[config.mk]
export PLATFORM = sky130hd
export DESIGN_NAME = sbt_target_regs
export DESIGN_NICKNAME = d
export VERILOG_FILES = /design/src/rtl/sbt_pkg.sv /design/src/rtl/sbt_sync.sv /design/src/rtl/sbt_ctrl.sv /design/src/rtl/sbt_regfile.sv /design/src/rtl/sbt_target_regs.sv
export SDC_FILE = /design/constraint.sdc
export NUM_CORES = 1
export LEC_CHECK = 0
export BUFFER_PORTS_ARGS = -buffer_cell sky130_fd_sc_hd__clkbuf_2
export CORE_ASPECT_RATIO = 0.8
export CORE_MARGIN = 2
export CORE_UTILIZATION = 38
export CTS_CLUSTER_DIAMETER = 120
export DETAILED_ROUTE_END_ITERATION = 10
export PLACE_DENSITY_LB_ADDON = 0.08
export SYNTH_ARGS = -nofsm -noshare
export SYNTH_HDL_FRONTEND = slang
export SYNTH_SLANG_ARGS = --single-unit
export TNS_END_PERCENT = 50
[constraint.sdc]
create_clock -name clk -period 4.92 [get_ports clk]
set_input_delay 0 -clock clk [delete_from_list [all_inputs] [get_ports clk]]
set_output_delay 0 -clock clk [all_outputs]
set_load 0.05 [all_outputs]
[src/rtl/sbt_pkg.sv]
package sbt_pkg;
  localparam int BYTE_W = 8;
  localparam int WORD_W = 2 * BYTE_W;

  // byte pointer of the data phase
  typedef enum logic [1:0] {
    PH_IDLE = 2'd0,
    PH_HI   = 2'd1,
    PH_LO   = 2'd2
  } phase_e;
endpackage

[src/rtl/sbt_sync.sv]
module sbt_sync #(
  parameter int             W       = 1,
  parameter int             STAGES  = 2,
  parameter logic [W-1:0]   RST_VAL = '0
) (
  input  logic         clk,
  input  logic         rst,
  input  logic [W-1:0] d,
  output logic [W-1:0] q
);
  logic [W-1:0] st [STAGES];

  for (genvar i = 0; i < STAGES; i++) begin : g_stage
    if (i == 0) begin : g_first
      always_ff @(posedge clk) begin
        if (rst) st[0] <= RST_VAL;
        else     st[0] <= d;
      end
    end else begin : g_next
      always_ff @(posedge clk) begin
        if (rst) st[i] <= RST_VAL;
        else     st[i] <= st[i-1];
      end
    end
  end

  assign q = st[STAGES-1];
endmodule

[src/rtl/sbt_ctrl.sv]
module sbt_ctrl
  import sbt_pkg::*;
(
  input  logic              clk,
  input  logic              rst,
  input  logic              s_stb,
  input  logic              s_sel_n,
  input  logic              s_wr,
  input  logic              s_alat,
  input  logic [BYTE_W-1:0] s_dat,
  input  logic              user_busy,
  output phase_e            phase,
  output logic [BYTE_W-1:0] addr,
  output logic              we,
  output logic [WORD_W-1:0] wdata,
  output logic              pend,
  output logic              stb_rise,
  output logic              sel_rise
);
  logic              stb_d, sel_d;
  logic              done;     // both data bytes seen since the address
  logic              rd_armed; // last accepted rise was a read data byte
  logic [BYTE_W-1:0] hold_hi;
  logic              stb_fall;

  assign stb_rise = s_stb & ~stb_d & ~s_sel_n;
  assign stb_fall = ~s_stb & stb_d;
  assign sel_rise = s_sel_n & ~sel_d;

  always_ff @(posedge clk) begin
    if (rst) begin
      stb_d    <= 1'b0;
      sel_d    <= 1'b1;
      phase    <= PH_IDLE;
      done     <= 1'b0;
      rd_armed <= 1'b0;
      addr     <= '0;
      hold_hi  <= '0;
      we       <= 1'b0;
      wdata    <= '0;
      pend     <= 1'b0;
    end else begin
      stb_d <= s_stb;
      sel_d <= s_sel_n;
      we    <= 1'b0;
      if (stb_rise) begin
        if (s_alat) begin
          addr     <= s_dat;
          phase    <= PH_HI;
          done     <= 1'b0;
          rd_armed <= 1'b0;
        end else if (s_wr) begin
          rd_armed <= 1'b0;
          if (phase == PH_HI) begin
            hold_hi <= s_dat;
            phase   <= PH_LO;
          end else if (phase == PH_LO) begin
            we    <= 1'b1;
            wdata <= {hold_hi, s_dat};
            phase <= PH_IDLE;
            done  <= 1'b1;
          end
        end else if (phase != PH_IDLE) begin
          rd_armed <= 1'b1;
          if (phase == PH_LO) done <= 1'b1;
        end
      end else if (stb_fall && rd_armed) begin
        rd_armed <= 1'b0;
        // low byte wraps to high byte so a retry restarts the word
        phase    <= (phase == PH_HI) ? PH_LO : PH_HI;
      end
      if (sel_rise) pend <= user_busy | ~done;
    end
  end
endmodule

[src/rtl/sbt_regfile.sv]
module sbt_regfile #(
  parameter int DEPTH  = 16,
  parameter int DATA_W = 16,
  parameter int ADDR_W = 8
) (
  input  logic              clk,
  input  logic [ADDR_W-1:0] addr,
  input  logic              we,
  input  logic [DATA_W-1:0] wdata,
  output logic [DATA_W-1:0] rdata
);
  localparam int IDX_W = $clog2(DEPTH);

  logic [DATA_W-1:0] mem [DEPTH];
  logic [DATA_W-1:0] rd_raw;
  logic              rng_q;
  logic [IDX_W-1:0]  idx;
  logic              in_rng;

  assign idx    = addr[IDX_W-1:0];
  assign in_rng = (addr >> IDX_W) == '0;

  always_ff @(posedge clk) begin
    if (we && in_rng) mem[idx] <= wdata;
    rd_raw <= mem[idx];
    rng_q  <= in_rng;
  end

  assign rdata = rng_q ? rd_raw : '0;
endmodule

[src/rtl/sbt_target_regs.sv]
module sbt_target_regs
  import sbt_pkg::*;
#(
  parameter int DEPTH       = 16,
  parameter int SYNC_STAGES = 2
) (
  input  logic              clk,
  input  logic              rst,
  input  logic              bus_sel_n,
  input  logic              bus_wr,
  input  logic              bus_stb,
  input  logic              bus_alat,
  input  logic [BYTE_W-1:0] bus_dat_i,
  output logic [BYTE_W-1:0] bus_dat_o,
  output logic              bus_dat_oe,
  output logic              bus_pend,
  input  logic              user_busy
);
  localparam int SYN_W = BYTE_W + 4;
  localparam logic [SYN_W-1:0] SYN_RST = {1'b1, {(SYN_W-1){1'b0}}};

  logic [SYN_W-1:0]  syn_q;
  logic              s_sel_n, s_wr, s_stb, s_alat;
  logic [BYTE_W-1:0] s_dat;
  phase_e            phase;
  logic [BYTE_W-1:0] addr;
  logic              mem_we;
  logic [WORD_W-1:0] wdata, rdata;
  logic              stb_rise, sel_rise;

  sbt_sync #(.W(SYN_W), .STAGES(SYNC_STAGES), .RST_VAL(SYN_RST)) u_sync (
    .clk (clk),
    .rst (rst),
    .d   ({bus_sel_n, bus_wr, bus_stb, bus_alat, bus_dat_i}),
    .q   (syn_q)
  );
  assign {s_sel_n, s_wr, s_stb, s_alat, s_dat} = syn_q;

  sbt_ctrl u_ctrl (
    .clk       (clk),
    .rst       (rst),
    .s_stb     (s_stb),
    .s_sel_n   (s_sel_n),
    .s_wr      (s_wr),
    .s_alat    (s_alat),
    .s_dat     (s_dat),
    .user_busy (user_busy),
    .phase     (phase),
    .addr      (addr),
    .we        (mem_we),
    .wdata     (wdata),
    .pend      (bus_pend),
    .stb_rise  (stb_rise),
    .sel_rise  (sel_rise)
  );

  sbt_regfile #(.DEPTH(DEPTH), .DATA_W(WORD_W), .ADDR_W(BYTE_W)) u_rf (
    .clk   (clk),
    .addr  (addr),
    .we    (mem_we),
    .wdata (wdata),
    .rdata (rdata)
  );

  always_ff @(posedge clk) begin
    if (rst) begin
      bus_dat_o  <= '0;
      bus_dat_oe <= 1'b0;
    end else begin
      bus_dat_o  <= (phase == PH_LO) ? rdata[BYTE_W-1:0] : rdata[WORD_W-1:BYTE_W];
      bus_dat_oe <= ~s_wr & ~s_sel_n & ~s_alat & (phase != PH_IDLE);
    end
  end
endmodule

==> results of run 1 <==
-- cells by family after synthesis --
logic type      count (synthesis)  synth area share
flops                         346             0.758
simple gates                  149            0.0571
mux                            88             0.134
compound gates                 56            0.0315
buf+inv                        41            0.0186
-- worst max-delay path: stages, from the launching register on --
cell	delay, ns
dfxtp_1	0.31
nor4_1	0.38
and2_1	0.32
nand3b_1	0.22
nor2_1	0.92
buf_4	0.37
-- stage by stage --
stage | cells | cell area [um2]
floorplan | 680 | 12500
global placement | 1115 | 13100
detailed placement | 1115 | 13100
CTS | 1193 | 14400
global route | 1193 | 14400
finish | 1193 | 14400
-- synthesized netlist by cell type (all sizes together) (2+ instances only) --
library cell	instances	area (um2)
inv	4	15.0
clkbuf	19	71.3
dfxtp	90	1800
and2	3	18.8
nand3b	2	15.0
mux2i	24	240
mux4	64	1440
nand2	54	203
a21oi	21	105
nand2b	3	18.8
buf	18	146
nand3	3	25.0
nor2	42	158
nor4	2	12.5
edfxtp	256	7690
nor2b	26	163
a22oi	32	260
nor3	7	35.0
or2	4	25.0
-- power groups by stage --
stage          combinational, uW  sequential [uW]  clock, uW
2_1_floorplan               17.7             3180          0
3_3_place_gp                38.5             3170          0
3_5_place_dp                39.0             3170          0
4_1_cts                     48.5             3110       2700
5_1_grt                     52.2             3110       2820
6_report                    47.4             3110       2630
-- registers in the layout (all words and copies together) (netlist names), 2 cells and up --
register,cells
u_rf.mem,256
u_ctrl.addr,8
bus_dat_o,8
u_sync.st,24
u_ctrl.hold_hi,8
u_ctrl.phase,2
u_ctrl.wdata,16
u_rf.rd_raw,16
-- per-layer routing --
layer  wire [um]  part of all wire
met5           0                 0
met2       12800              0.44
met3        1410             0.049
met1       14200              0.49
met4         679             0.023
-- cell usage in the layout, fill, tap and decap left out, drive strengths merged, types with 4 or more instances in the layout --
cell / n
nor2: 42
nor3: 7
clkinv: 8
dlygate4sd3: 14
inv: 4
nor2b: 26
or2: 4
buf: 21
dfxtp: 90
mux2i: 24
clkbuf: 78
a22oi: 32
a21oi: 21
edfxtp: 256
nand2: 54
mux4: 64
-- cell type report --
class                   instances  area [um2]
inverters                       4        15.0
clock buffers                  54        1040
flip-flops and latches        346        9490
clock inverters                10        95.1
well taps                     427         534
multi-input cells             293        2820
repair buffers                 59         418
fillers                      2864       18100
-- timing repair --
action | CTS | global route
resized for setup | 0 | 0
setup endpoints to repair | 0 | 0
hold buffers | 14 | 0
setup buffers | 0 | 0
endpoints found under the hold margin | 14 | 0
-- worst paths after layout --
| check | start | end | slack, ns | cells past startpoint |
|---|---|---|---|---|
| setup / recovery | u_ctrl.addr[7] | u_rf.mem[5][0] | 2.10 | 5 |
| hold / removal | bus_sel_n | u_sync.st[0][11] | 0.21 | 3 |
| setup reg to reg | u_ctrl.addr[7] | u_rf.mem[5][0] | 2.10 | 5 |
| hold reg to reg | u_sync.st[0][11] | u_sync.st[1][11] | 0.41 | 1 |
==> flow_summary.toml, run 1 <==
[run_status]
status = "complete, no violations"

[power]
p_clk_frac = 0.455
p_sw_frac = 0.191
p_int_uw = 4680
seq_power_share = 0.537
p_leak_uw = 0.00492
pwr-share-comb = 0.008
powerDensity_nw_per_um2 = 402
ir_drop_mv = 0.254
switching_power_uw = 1100
total_power_uw = 5790

[critical_path]
crit_path_end_kind = "register"
path_class = "register to register"
cp-start-kind = "register"
worstPathRequired_ns = 5.13
worstPathArrival_ns = 3.03
critPathMaxFanout = 9

[die]
initial_utilization = 0.385
dieArea_um2 = 34400
ios = 25
core_um2 = 32500
die_h_um = 166
rows = 59
die_x_um = 207

[detailed_routing]
drt_iter0_markers = 422
drtAntennaViolNets = 0
post_drt_via_cell_ratio = 5.16
wl_per_cell_um = 24.3
wirelength_um = 29000
detail_route.first_pass.iterations = 4
num_vias = 6159
drc = 0

[yosys]
async_flop_share = 0
syn_area_um2 = 12500
synth-seq-cells = 346
synth_cells = 680
ys_seq_area_frac = 0.758
yosys_warnings = 0
syn_nets = 695
synth_ff_type = "edfxtp_1"
synth.distinct_cells = 30
synth.avg_cell_area_um2 = 18.4
synth-edff-count = 256

[timing]
tightest_slew_ns = 1.13
fin_ws_ns = 2.10
report.final.slew_viol_count = 0
rsz0062_at_grt = "no"
maxSlewHeadroom = 0.245
skew_ns = 0.0194
period_share = 0.573
timing.fmax_mhz = 355
holdWs_ns = 0.207
setup_viol_count_final = 0
hold_viol = 0
min_period_ns = 2.82
setup_tns_ns = 0

[place]
port-buffer-count = 24
pre_cts_ws_ns = 2.07
dpl.hpwl_um = 17300
gp_congestion = 0.755

[global_route]
gr-usage-met2 = 0.254
grt_pass1_wl_um = 43600
use_met1 = 0.271
antenna_found_initial = 0
grtUsageMet3 = 0.0351
top_usage_layer = "met1"
grt_pass1_vias = 6569
grt_util_all_layers = 0.176
grt_overflow = 0
grt_max_degree = 64

[cts]
cts_max_level = 2
insertion_delay_ns = 0.53
clock_sinks = 346
cts_root_buffer = "clkbuf_16"
cts_tree = "built"
cts_max_path_buffers = 3
numCtsBuffers = 36
clk_pin_slew_ns = 0.06

[layout]
drive_gt1_frac = 0.230
diodes = 0
nets = 755
area_growth_pct = 15.2
post-route-util = 0.444

[worst_hold_path]
hold_path.class = "input pin to register"

[flow_run]
drv_cap = 0
Power figures use the tool's default switching activity.
==> inputs of run 2 (changes only) <==
Clock period 4.92 ns to 2.5 ns, I/O delays scaled along.
==> run 2 against run 1 <==
Effect of this change: power rose by 99%; sequential share of layout area decreased by 1.2 points; largest power group unchanged; global-route usage is 0.40 points lower; setup slack lost 1.7 ns; wire length fell by 2.7%.
==> flow_summary.toml, run 2 (synthesized netlist as in run 1, its figures left out) <==
[layout]
regMostFlops = "u_rf.mem"
drive_gt1_frac = 0.261
diodes = 0
final_common_cell = "edfxtp_1"
area_growth_pct = 17.2
largest_reg_flops = 256
nets = 775
reg.largest.list = "u_rf.mem: 256 flops, u_sync.st: 24 flops"
final_cells = 1213
final_cell_mix = "256 x edfxtp_1, 88 x dfxtp_1, 64 x mux4_2"

[die]
core_um2 = 32500
die_x_um = 207
dieArea_um2 = 34400
ios = 25
rows = 59
die_h_um = 166
initial_utilization = 0.385

[detailed_routing]
drt_iter0_markers = 358
drc = 0
detail_route.first_pass.iterations = 5
wl_per_cell_um = 23.3
post_drt_via_cell_ratio = 5.11
drtAntennaViolNets = 0
num_vias = 6194
wirelength_um = 28300

[timing]
hold_viol = 0
skew_ns = 0.0184
timing.fmax_mhz = 466
tightest_slew_ns = 0.838
holdWs_ns = 0.223
report.final.slew_viol_count = 0
rsz0062_at_grt = "no"
period_share = 0.859
setup_viol_count_final = 0
min_period_ns = 2.15
maxSlewHeadroom = 0.441

[critical_path]
cp-start-kind = "register"
critPathMaxStageDelay_ns = 0.41
crit_path_end_kind = "register"
worstPathRequired_ns = 2.70
critPathMaxFanout = 8
cp_slowest_cell = "nor4_1"
path_cells = "nor4_1 > and2_1 > nand2_1 > nor2_1 > buf_4"
path_class = "register to register"
worstPathArrival_ns = 2.35

[power]
powerDensity_nw_per_um2 = 786
total_power_uw = 11500
ir_drop_mv = 0.459
p_leak_uw = 0.00505

[worst_hold_path]
hold_path.class = "input pin to register"

[cts]
cts_root_buffer = "clkbuf_16"
clock_sinks = 346
cts_max_level = 2
clk_pin_slew_ns = 0.06
cts_setup_buffers = 0
cts_tree = "built"
insertion_delay_ns = 0.51
numCtsBuffers = 37
cts_max_path_buffers = 3

[flow_run]
drv_cap = 0

[run_status]
status = "complete, no violations"

[global_route]
antenna_found_initial = 0
grt_pass1_vias = 6636
grt_pass1_wl_um = 42900
grt_util_all_layers = 0.173
grt_overflow = 0
grt_max_degree = 44

[place]
gp_congestion = 0.797
dpl.hpwl_um = 17500
port-buffer-count = 24
dp_cells = 1133
==> run 2: changes by cell type in the layout (fill, tap and decap cells not counted) <==
cell           delta
clkinv_2          +3
clkinv_1          -2
nor2_2            +6
clkbuf_8          -2
clkinvlp_4        +2
nor2_1            -6
clkbuf_1          -2
dlygate4sd3_1     +1
bufinv_16         +2
buf_4            +14
buf_12            +4
==> run 2: routing by layer <==
layer  up-vias  track usage  share of wire
li1       2793            -              -
met1      3228        0.247           0.45
met2       135        0.272           0.47
met3        38       0.0330          0.054
met4         0       0.0450          0.020
met5         -            0              0
==> run 2: stage by stage <==
stage / area [um2] / setup WS, ns / util / setup TNS, ns
after CTS: 14700 / 0.351 / 0.452 / 0
final: 14700 / 0.352 / 0.452 / 0
after detailed placement: 13300 / 0.376 / 0.411 / 0
after global routing: 14700 / 0.147 / 0.452 / 0
after floorplan: 12500 / -0.0375 / - / -0.601
after global placement: 13300 / 0.422 / 0.411 / 0
==> run 2: cell type report <==
cell class / count / area [um2]
inverter: 4 / 15.0
tap: 427 / 534
fill: 2827 / 17800
clock inverter: 15 / 178
clock buffer: 50 / 1000
sequential: 346 / 9490
timing repair buffer: 78 / 613
multi-input combinational: 293 / 2830
==> run 2: critical path, delay by kind of cell, from the launching register on <==
kind | cells | cell delay [ns]
DFF | 1 | 0.31
and+or+nand+nor | 4 | 1.26
buffers and inverters | 1 | 0.28
==> run 2: report_power, final <==
part | internal, uW | switching, uW | total, uW | leakage [uW]
Clock | 3230 | 2100 | 5320 | 0.000577
Sequential | 6110 | 13.6 | 6120 | 0.00311
Combinational | 41.5 | 50.1 | 91.5 | 0.00136
Total | 9370 | 2160 | 11500 | 0.00505
==> run 2: path summary, 6_finish.rpt <==
check | start | to | slack [ns] | depth (start not counted)
max | u_ctrl.addr[7] | u_rf.mem[4][13] | 0.35 | 5
min | bus_sel_n | u_sync.st[0][11] | 0.22 | 3
max reg2reg | u_ctrl.addr[7] | u_rf.mem[4][13] | 0.35 | 5
min reg2reg | u_sync.st[0][11] | u_sync.st[1][11] | 0.42 | 1
==> run 2: repair_timing <==
action / CTS / global route
resized for setup: 0 / 0
hold buffers: 15 / 0
endpoints found under the hold margin: 27 / 0
